### src/rtl/wpsr_pkg.sv
package wpsr_pkg;

    localparam int unsigned STATUS_W = 8;
    localparam int unsigned REGION_W = 2;

    // bit positions inside the status byte (read side decodes these)
    localparam int unsigned POS_BUSY   = 0;
    localparam int unsigned POS_ENABLE = 1;
    localparam int unsigned POS_REG_LO = 2;
    localparam int unsigned POS_LOCK   = 7;

    typedef enum logic [2:0] {
        CMD_IDLE,
        CMD_SET_EN,
        CMD_CLR_EN,
        CMD_WR_STATUS,
        CMD_WR_ARRAY
    } cmd_e;

    typedef enum logic [1:0] {
        VERD_NONE,
        VERD_GRANT,
        VERD_DENY
    } verdict_e;

    typedef struct packed {
        logic                lock_en;
        logic [REGION_W-1:0] region;
        logic                enable;
        logic                busy;
    } sr_state_t;

    // is an address (given by its top two bits) inside the protected region
    function automatic logic region_covers(input logic [REGION_W-1:0] code,
                                           input logic [1:0] top2);
        logic hit;
        case (code)
            2'b00:   hit = 1'b0;
            2'b01:   hit = (top2 == 2'b11);
            2'b10:   hit = top2[1];
            default: hit = 1'b1;
        endcase
        return hit;
    endfunction

    function automatic logic [STATUS_W-1:0] pack_status(input sr_state_t s);
        logic [STATUS_W-1:0] b;
        if (s.busy) begin
            b = '1;
        end else begin
            b = '0;
            b[POS_LOCK]                     = s.lock_en;
            b[POS_REG_LO +: REGION_W]       = s.region;
            b[POS_ENABLE]                   = s.enable;
            b[POS_BUSY]                     = 1'b0;
        end
        return b;
    endfunction

endpackage

### src/rtl/wpsr_cmd_select.sv
module wpsr_cmd_select
    import wpsr_pkg::*;
(
    input  logic wren_i,
    input  logic wrdi_i,
    input  logic stat_wr_i,
    input  logic arr_wr_i,
    output cmd_e cmd_o
);

    always_comb begin
        if (stat_wr_i)      cmd_o = CMD_WR_STATUS;
        else if (arr_wr_i)  cmd_o = CMD_WR_ARRAY;
        else if (wrdi_i)    cmd_o = CMD_CLR_EN;
        else if (wren_i)    cmd_o = CMD_SET_EN;
        else                cmd_o = CMD_IDLE;
    end

endmodule

### src/rtl/wpsr_guard.sv
module wpsr_guard
    import wpsr_pkg::*;
#(
    parameter int unsigned ADDR_W = 13
) (
    input  cmd_e              cmd_i,
    input  logic [ADDR_W-1:0] addr_i,
    input  logic              wp_n_i,
    input  sr_state_t         st_i,
    output verdict_e          verdict_o
);

    localparam int unsigned LOW_W = ADDR_W - 2;

    logic [1:0]       top2;
    logic [LOW_W-1:0] unused_low;
    logic             pin_lock;
    logic             region_hit;

    assign top2       = addr_i[ADDR_W-1 -: 2];
    assign unused_low = addr_i[LOW_W-1:0];
    assign pin_lock   = st_i.lock_en & ~wp_n_i;
    assign region_hit = region_covers(st_i.region, top2);

    always_comb begin
        verdict_o = VERD_NONE;
        case (cmd_i)
            CMD_WR_STATUS: begin
                if (st_i.busy || !st_i.enable || pin_lock) verdict_o = VERD_DENY;
                else                                       verdict_o = VERD_GRANT;
            end
            CMD_WR_ARRAY: begin
                if (st_i.busy || !st_i.enable || region_hit) verdict_o = VERD_DENY;
                else                                         verdict_o = VERD_GRANT;
            end
            default: verdict_o = VERD_NONE;
        endcase
    end

endmodule

### src/rtl/wpsr_state.sv
module wpsr_state
    import wpsr_pkg::*;
(
    input  logic                clk,
    input  logic                rst,
    input  cmd_e                cmd_i,
    input  verdict_e            verdict_i,
    input  logic [STATUS_W-1:0] data_i,
    input  logic                done_i,
    input  logic                wp_n_i,
    output sr_state_t           st_o,
    output logic                grant_o,
    output logic                deny_o
);

    sr_state_t st_q;
    logic      grant_q;
    logic      deny_q;
    logic [STATUS_W-1:0] unused_data;

    assign unused_data = data_i;

    always_ff @(posedge clk) begin
        if (rst) begin
            st_q    <= '0;
            grant_q <= 1'b0;
            deny_q  <= 1'b0;
        end else begin
            grant_q <= (verdict_i == VERD_GRANT);
            deny_q  <= (verdict_i == VERD_DENY);
            if (st_q.busy) begin
                if (done_i) begin
                    st_q.busy   <= 1'b0;
                    st_q.enable <= 1'b0;
                end
            end else begin
                case (verdict_i)
                    VERD_GRANT: begin
                        st_q.busy <= 1'b1;
                        if (cmd_i == CMD_WR_STATUS) begin
                            st_q.lock_en <= data_i[POS_LOCK];
                            st_q.region  <= data_i[POS_REG_LO +: REGION_W];
                        end
                    end
                    VERD_DENY: st_q.enable <= 1'b0;
                    default: begin
                        if (cmd_i == CMD_CLR_EN)      st_q.enable <= 1'b0;
                        else if (cmd_i == CMD_SET_EN) st_q.enable <= 1'b1;
                    end
                endcase
            end
        end
    end

    assign st_o    = st_q;
    assign grant_o = grant_q;
    assign deny_o  = deny_q;

    assert_verdict_excl_R12: assert property (@(posedge clk) disable iff (rst)
        !(grant_q && deny_q));

    assert_no_enable_deny_R4: assert property (@(posedge clk) disable iff (rst)
        ((cmd_i == CMD_WR_STATUS || cmd_i == CMD_WR_ARRAY) && !st_q.enable)
        |=> (deny_q && !grant_q));

    assert_grant_starts_cycle_R5: assert property (@(posedge clk) disable iff (rst)
        grant_q |-> st_q.busy);

    assert_done_clears_R6: assert property (@(posedge clk) disable iff (rst)
        (done_i && st_q.busy) |=> (!st_q.busy && !st_q.enable));

    assert_pin_lock_R8: assert property (@(posedge clk) disable iff (rst)
        (cmd_i == CMD_WR_STATUS && st_q.lock_en && !wp_n_i) |=> !grant_q);

    assert_full_region_R9: assert property (@(posedge clk) disable iff (rst)
        (cmd_i == CMD_WR_ARRAY && st_q.region == 2'b11) |=> !grant_q);

    assert_busy_ignores_en_R11: assert property (@(posedge clk) disable iff (rst)
        (st_q.busy && !done_i && (cmd_i == CMD_SET_EN || cmd_i == CMD_CLR_EN))
        |=> $stable(st_q.enable));

endmodule

### src/rtl/wp_status_ctl.sv
module wp_status_ctl
    import wpsr_pkg::*;
#(
    parameter int unsigned ADDR_W = 13
) (
    input  logic              clk,
    input  logic              rst,
    input  logic              wren_i,
    input  logic              wrdi_i,
    input  logic              stat_wr_i,
    input  logic [7:0]        stat_data_i,
    input  logic              arr_wr_i,
    input  logic [ADDR_W-1:0] arr_addr_i,
    input  logic              wr_done_i,
    input  logic              wp_n_i,
    output logic [7:0]        status_o,
    output logic              grant_o,
    output logic              deny_o
);

    cmd_e      cmd;
    verdict_e  verdict;
    sr_state_t st;

    wpsr_cmd_select u_sel (
        .wren_i    (wren_i),
        .wrdi_i    (wrdi_i),
        .stat_wr_i (stat_wr_i),
        .arr_wr_i  (arr_wr_i),
        .cmd_o     (cmd)
    );

    wpsr_guard #(.ADDR_W(ADDR_W)) u_guard (
        .cmd_i     (cmd),
        .addr_i    (arr_addr_i),
        .wp_n_i    (wp_n_i),
        .st_i      (st),
        .verdict_o (verdict)
    );

    wpsr_state u_state (
        .clk       (clk),
        .rst       (rst),
        .cmd_i     (cmd),
        .verdict_i (verdict),
        .data_i    (stat_data_i),
        .done_i    (wr_done_i),
        .wp_n_i    (wp_n_i),
        .st_o      (st),
        .grant_o   (grant_o),
        .deny_o    (deny_o)
    );

    assign status_o = pack_status(st);

    assert_idle_done_R11: assert property (@(posedge clk) disable iff (rst)
        (wr_done_i && !st.busy && cmd == CMD_IDLE) |=> $stable(status_o));

endmodule

### config.mk
export PLATFORM = sky130hd
export DESIGN_NAME = wp_status_ctl
export DESIGN_NICKNAME = d
export VERILOG_FILES = /design/src/rtl/wpsr_pkg.sv /design/src/rtl/wpsr_cmd_select.sv /design/src/rtl/wpsr_guard.sv /design/src/rtl/wpsr_state.sv /design/src/rtl/wp_status_ctl.sv
export SDC_FILE = /design/constraint.sdc
export NUM_CORES = 1
export LEC_CHECK = 0
export BUFFER_PORTS_ARGS = -buffer_cell sky130_fd_sc_hd__buf_2
export CORE_AREA = 2 2 39 41
export CTS_CLUSTER_DIAMETER = 120
export DETAILED_ROUTE_END_ITERATION = 7
export DIE_AREA = 0 0 41 43
export GPL_ROUTABILITY_DRIVEN = 0
export PLACE_DENSITY_LB_ADDON = 0.2
export REMOVE_ABC_BUFFERS = 1
export SLEW_MARGIN = 25
export SYNTH_ARGS = -nofsm -noshare
export SYNTH_HDL_FRONTEND = slang
export SYNTH_HIERARCHICAL = 1
export SYNTH_SLANG_ARGS = --single-unit
### constraint.sdc
create_clock -name clk -period 2.8 [get_ports clk]
set_input_delay 0.56 -clock clk [delete_from_list [all_inputs] [get_ports clk]]
set_output_delay 0.56 -clock clk [all_outputs]
set_load 0.02 [all_outputs]
==> impl_metrics.toml, run 1 <==
[timing]
post-route-min-period_ns = 2.02
fin_tns_setup_ns = 0
finClkSkew_ns = 0.00346
fin_crit_sh_pct = 72.2
rsz0062_at_grt = "false"
finalSetupViolations = 0
slew_headroom_pct = 73.7
maxSlewViolCount = 0
hold_viol = 0
max_freq_mhz = 495
worst_pin_slew_ns = 0.394

[logic_synthesis]
synth_seq_cells = 7
synth-seq-area-share_pct = 30.5
synth_edf_count = 0
synthArstFlopShare_pct = 0
synth_ff_type = "dfxtp_1"
ys_types = 23
syn_inst = 58
synth_area_per_cell_um2 = 7.92
syn_area_um2 = 459
synth_warnings = 6

[cts]
holdBufCountCts = 0
cts.sinks = 7
cts_tree = "yes"
htreeDepth = 1
root_buffer = "clkbuf_4"
cts_resized = 0
clkTransAtPathRegs_ns = 0.05
clock_path_buffers = 2
cts_buffers = 3
post_cts_buffers = 0
insertion_delay_ns = 0.25

[worst_setup_path]
path_buf_inv = 1
cp_max_fo = 5
path_cells = "buf_2 -> nor2_1 -> a21o_1 -> nand3b_1 -> a211oi_1 -> a31o_1 -> or3b_1 -> a31o_1 -> o22ai_1"
arrival_ns = 2.20
crit_path_top_delay_cell = "or3b_1"
worstPathRequired_ns = 2.97
worstSetupPathType = "in2reg"
cp-end-kind = "flop"
crit_family = "compound AO/OA/AOI/OAI gates"
reg2regPathDepth = 6
path_common_cell = "a31o_1"
r2r_end = "u_state/st_o[1]$_SDFFE_PP0P_"
startpoint_type = "input pin"
rr_startpoint = "u_state/st_o[0]$_SDFF_PP0_"
rrSetupSlack_ns = 0.84
cpPeakStageDelay_ns = 0.41

[cells_and_area]
final_layout_size_suffix_gt1_share_pct = 32.1
fin_nets = 111
area_delta_synth_final_pct = 29.2
layout_common_cells = "22 x buf_2, 7 x dfxtp_1, 6 x a21oi_1"
stdcell_count = 97
fillCellCount = 144
fin_util_pct = 42.9
antenna_cells = 0
fin_area_um2 = 593
mostFrequentLayoutCell = "buf_2"

[worst_hold_path]
min_path_type = "reg2reg"
worst_hold_startpoint = "u_state/st_o[4]$_SDFFE_PP0P_"
worstHoldPathCells = 2
hold_end = "u_state/st_o[4]$_SDFFE_PP0P_"

[global_route]
grt_max_degree = 17
grt.met1_usage_pct = 15.8
grt_pass1_vias = 427
grt_use_met3_pct = 9.42
antenna_found_initial = 0
track_usage_pct = 14.0
use_met2_pct = 21.6
grt_pass1_wl_mm = 1.67
grt-busiest-layer = "met2"
gr-total-overflow = 0

[power]
p_int_uw = 178
power.total_uw = 243
p_per_area_mw_per_mm2 = 409
power_frac_seq_pct = 43.1
clockPowerShare_pct = 37.0
p_leak_uw = 0.000301
ir_drop_mv = 0.358
p_switching_uw = 64.7
p_comb_share_pct = 19.9
p_sw_share_pct = 26.7

[floorplanning]
fp.coreArea_mm2 = 0.00138
die_width_um = 41
die-area_mm2 = 0.00176
start_util_pct = 33.2
die_h_um = 43
rows = 14
pin_count = 39

[detailed_routing]
drc = 0
ant_nets = 0
vias_per_cell = 4.92
routed_wl_um = 988
drtIter0Drc = 2
routedWlPerCell_um = 10.2
vias = 477
drt_first_pass_iters = 4

[run_status]
status = "finished clean"

[place]
hpwl_um = 777
dp_cells = 93
postPlaceCellArea_um2 = 567
port_buffers = 22

[job]
cap_violations = 0
state kept, by name, summed over array words and instances (netlist names):
signal	cells
u_state/deny_o	1
u_state/grant_o	1
u_state/st_o	5
Yosys cell counts (2+ instances only):
cell / number / area share, %
o21ai_0: 4 / 4.4
a31o_1: 2 / 3.8
buf_4: 3 / 4.9
or2_1: 4 / 5.4
nor2_1: 5 / 4.1
a21oi_1: 6 / 6.5
nand3_1: 3 / 3.3
nand2b_1: 4 / 5.4
dfxtp_1: 7 / 31
a21o_1: 3 / 4.9
o22ai_1: 2 / 2.7
inv_1: 4 / 3.3
area by class of cell:
| cell class | instances | area (µm²) | area share (%) |
|---|---|---|---|
| Multi-Input combinational cell | 44 | 282 | 47.5 |
| Sequential cell | 7 | 140 | 23.6 |
| Timing Repair Buffer | 22 | 110 | 18.6 |
| Clock buffer | 4 | 26.3 | 4.43 |
| Tap cell | 16 | 20.0 | 3.38 |
| Inverter | 4 | 15.0 | 2.53 |
how the worst max path moves through the flow:
stage	from	end	slack, ns	depth (start not counted)
after CTS	wrdi_i	u_state/st_o[1]$_SDFFE_PP0P_	0.78	9
final	wrdi_i	u_state/st_o[1]$_SDFFE_PP0P_	0.78	9
after global routing	wrdi_i	u_state/st_o[1]$_SDFFE_PP0P_	0.60	9
after global placement	wrdi_i	u_state/st_o[1]$_SDFFE_PP0P_	0.51	9
after detailed placement	wrdi_i	u_state/st_o[1]$_SDFFE_PP0P_	0.53	9
after floorplan	u_state/st_o[0]$_SDFF_PP0_	u_state/st_o[1]$_SDFFE_PP0P_	0.67	6
power by group through the flow:
stage / Sequential [µW] / Combinational (µW) / Clock [µW]
finish: 105 / 48.3 / 89.8
global route: 105 / 55.4 / 100
CTS: 105 / 48.6 / 94.3
detailed placement: 107 / 48.2 / 0
global placement: 107 / 48.3 / 0
floorplan: 109 / 27.5 / 0
cell families (layout without fill, tap and decap cells):
| family | Yosys count | count (layout) | share of synthesized area, % |
|---|---|---|---|
| AND/OR/NAND/NOR | 23 | 23 | 31.1 |
| AO/OA/AOI/OAI | 21 | 21 | 30.2 |
| flip-flops | 7 | 7 | 30.5 |
| buffers and inverters | 7 | 30 | 8.17 |
worst min-delay path, delay by kind of cell (launching register included):
family	cells	cell delay (ns)
flops	1	0.33
compound gates	2	0.14
metal layers:
layer	share of wire [%]	vias up
met1	44	201
met3	9.2	0
met4	0	0
met2	47	18
li1	-	258
met5	0	-
metrics by stage:
| stage | hold WS, ns | setup slack [ns] |
|---|---|---|
| after CTS | 0.518 | 0.778 |
| after global routing | 0.553 | 0.599 |
| after floorplan | 0.470 | 0.668 |
| after detailed placement | 0.510 | 0.533 |
| final | 0.516 | 0.778 |
| after global placement | 0.506 | 0.512 |
No activity file was read; power rests on OpenSTA's default activity.
==> run 2, diff against run 1 <==
- clock period: 2.8 -> 2.05 ns (I/O delays scaled with it)
==> run 2 against run 1 <==
Effect of this change:
- largest cell class unchanged
- critical endpoint unchanged
- sequential cell count stayed put
- non-clock buffer count is 6 higher
- combinational power is 59% higher
- total power is 40% higher
- worst hold slack worse by 0.11 ns
- critical path type is now reg2reg
- sequential power is 35% higher
- final area is 7.6% higher
- die area stayed put
==> impl_metrics.toml, run 2 (synthesis gave the netlist of run 1 again) <==
[global_route]
track_usage_pct = 13.8
grt_pass1_vias = 438
grt_max_degree = 16
gr-total-overflow = 0
antenna_found_initial = 0
grt_pass1_wl_mm = 1.62

[cts]
clkTransAtPathRegs_ns = 0.05
root_buffer = "clkbuf_4"
post_cts_buffers = 0
cts_resized = 0
cts.sinks = 7
htreeDepth = 1
cts_buffers = 3
clock_path_buffers = 2
cts_tree = "yes"
insertion_delay_ns = 0.25
holdBufCountCts = 0

[power]
p_leak_uw = 0.000331
p_per_area_mw_per_mm2 = 533
ir_drop_mv = 0.248
power.total_uw = 340

[worst_setup_path]
cp_max_fo = 4
arrival_ns = 1.98
worstSetupPathType = "reg2reg"
worstPathRequired_ns = 2.22
startpoint_type = "flop"
cp-end-kind = "flop"

[cells_and_area]
area_delta_synth_final_pct = 39.0
layout_common_cells = "22 x buf_2, 7 x dfxtp_1, 6 x buf_4, 6 x a21oi_1, 5 x nor2_1"
largest_reg_flops = 5
fillCellCount = 156
mostFrequentLayoutCell = "buf_2"
seq_area_um2 = 140
antenna_cells = 0
fin_nets = 117
multi_input_area_um2 = 282
fin_util_pct = 46.1
final_layout_size_suffix_gt1_share_pct = 36.8

[timing]
max_freq_mhz = 555
rsz0062_at_grt = "false"
post-route-min-period_ns = 1.80
worst_pin_slew_ns = 0.237
hold_viol = 0
finalSetupViolations = 0
slew_headroom_pct = 84.2
fin_crit_sh_pct = 88.0
fin_tns_setup_ns = 0
finClkSkew_ns = 0.00108
maxSlewViolCount = 0

[job]
cap_violations = 0

[detailed_routing]
routedWlPerCell_um = 9.65
drc = 0
vias = 498
ant_nets = 0
routed_wl_um = 994
vias_per_cell = 4.83
drtIter0Drc = 2
drt_first_pass_iters = 2

[run_status]
status = "finished clean"

[floorplanning]
die_width_um = 41
start_util_pct = 33.2
die_h_um = 43
rows = 14
fp.coreArea_mm2 = 0.00138
die-area_mm2 = 0.00176
pin_count = 39

[place]
port_buffers = 22
hpwl_um = 829

[worst_hold_path]
min_path_type = "in2reg"
[run 2: cell count changes in the layout (fill, tap and decap cells not counted), sizes merged]
cell,change
buf,+6
[run 2: per-stage QoR]
| stage | cell area [µm²] | hold slack [ns] | instances | setup slack (ns) |
|---|---|---|---|---|
| 3_3_place_gp | 612 | 0.505 | 99 | 0.0509 |
| 3_5_place_dp | 612 | 0.505 | 99 | 0.0444 |
| 2_1_floorplan | 437 | 0.470 | 55 | -0.0824 |
| 5_1_grt | 638 | 0.399 | 103 | 0.170 |
| 4_1_cts | 638 | 0.403 | 103 | 0.235 |
| 6_report | 638 | 0.408 | 103 | 0.247 |
[run 2: final cells by class]
cell class / count / share of cell area (%)
multi-input cells: 44 / 44.1
repair buffers: 28 / 24.3
flip-flops and latches: 7 / 22.0
clock buffers: 4 / 4.12
well taps: 16 / 3.14
inverters: 4 / 2.35
[run 2: routing by layer]
metal  vias up  wire (µm)  global-route usage, %
li1        268          -                      -
met3         0        104                   9.42
met4         0          0                   2.00
met5         -          0                      0
met2        18        446                   21.6
met1       212        442                   15.2
[run 2: final timing paths]
check	depth (start not counted)	slack, ns	endpoint	from
setup / recovery	6	0.25	u_state/st_o[1]$_SDFFE_PP0P_	u_state/st_o[3]$_SDFFE_PP0P_
hold reg to reg	2	0.51	u_state/st_o[4]$_SDFFE_PP0P_	u_state/st_o[4]$_SDFFE_PP0P_
hold / removal	2	0.41	u_state/st_o[4]$_SDFFE_PP0P_	rst
setup reg to reg	6	0.25	u_state/st_o[1]$_SDFFE_PP0P_	u_state/st_o[3]$_SDFFE_PP0P_
[run 2: worst max-delay path, stage by stage (launching register included)]
cell	delay (ns)
dfxtp_1	0.33
a21o_1	0.17
a221oi_2	0.27
a31o_1	0.20
or3b_1	0.40
a31o_1	0.22
o22ai_1	0.14
[run 2: power breakdown]
part	internal, µW	total [µW]	leakage [µW]	switching [µW]
clock	74.1	122	0.0000150	48.0
sequential	140	142	0.0000567	1.71
combinational	36.8	76.6	0.000260	39.8
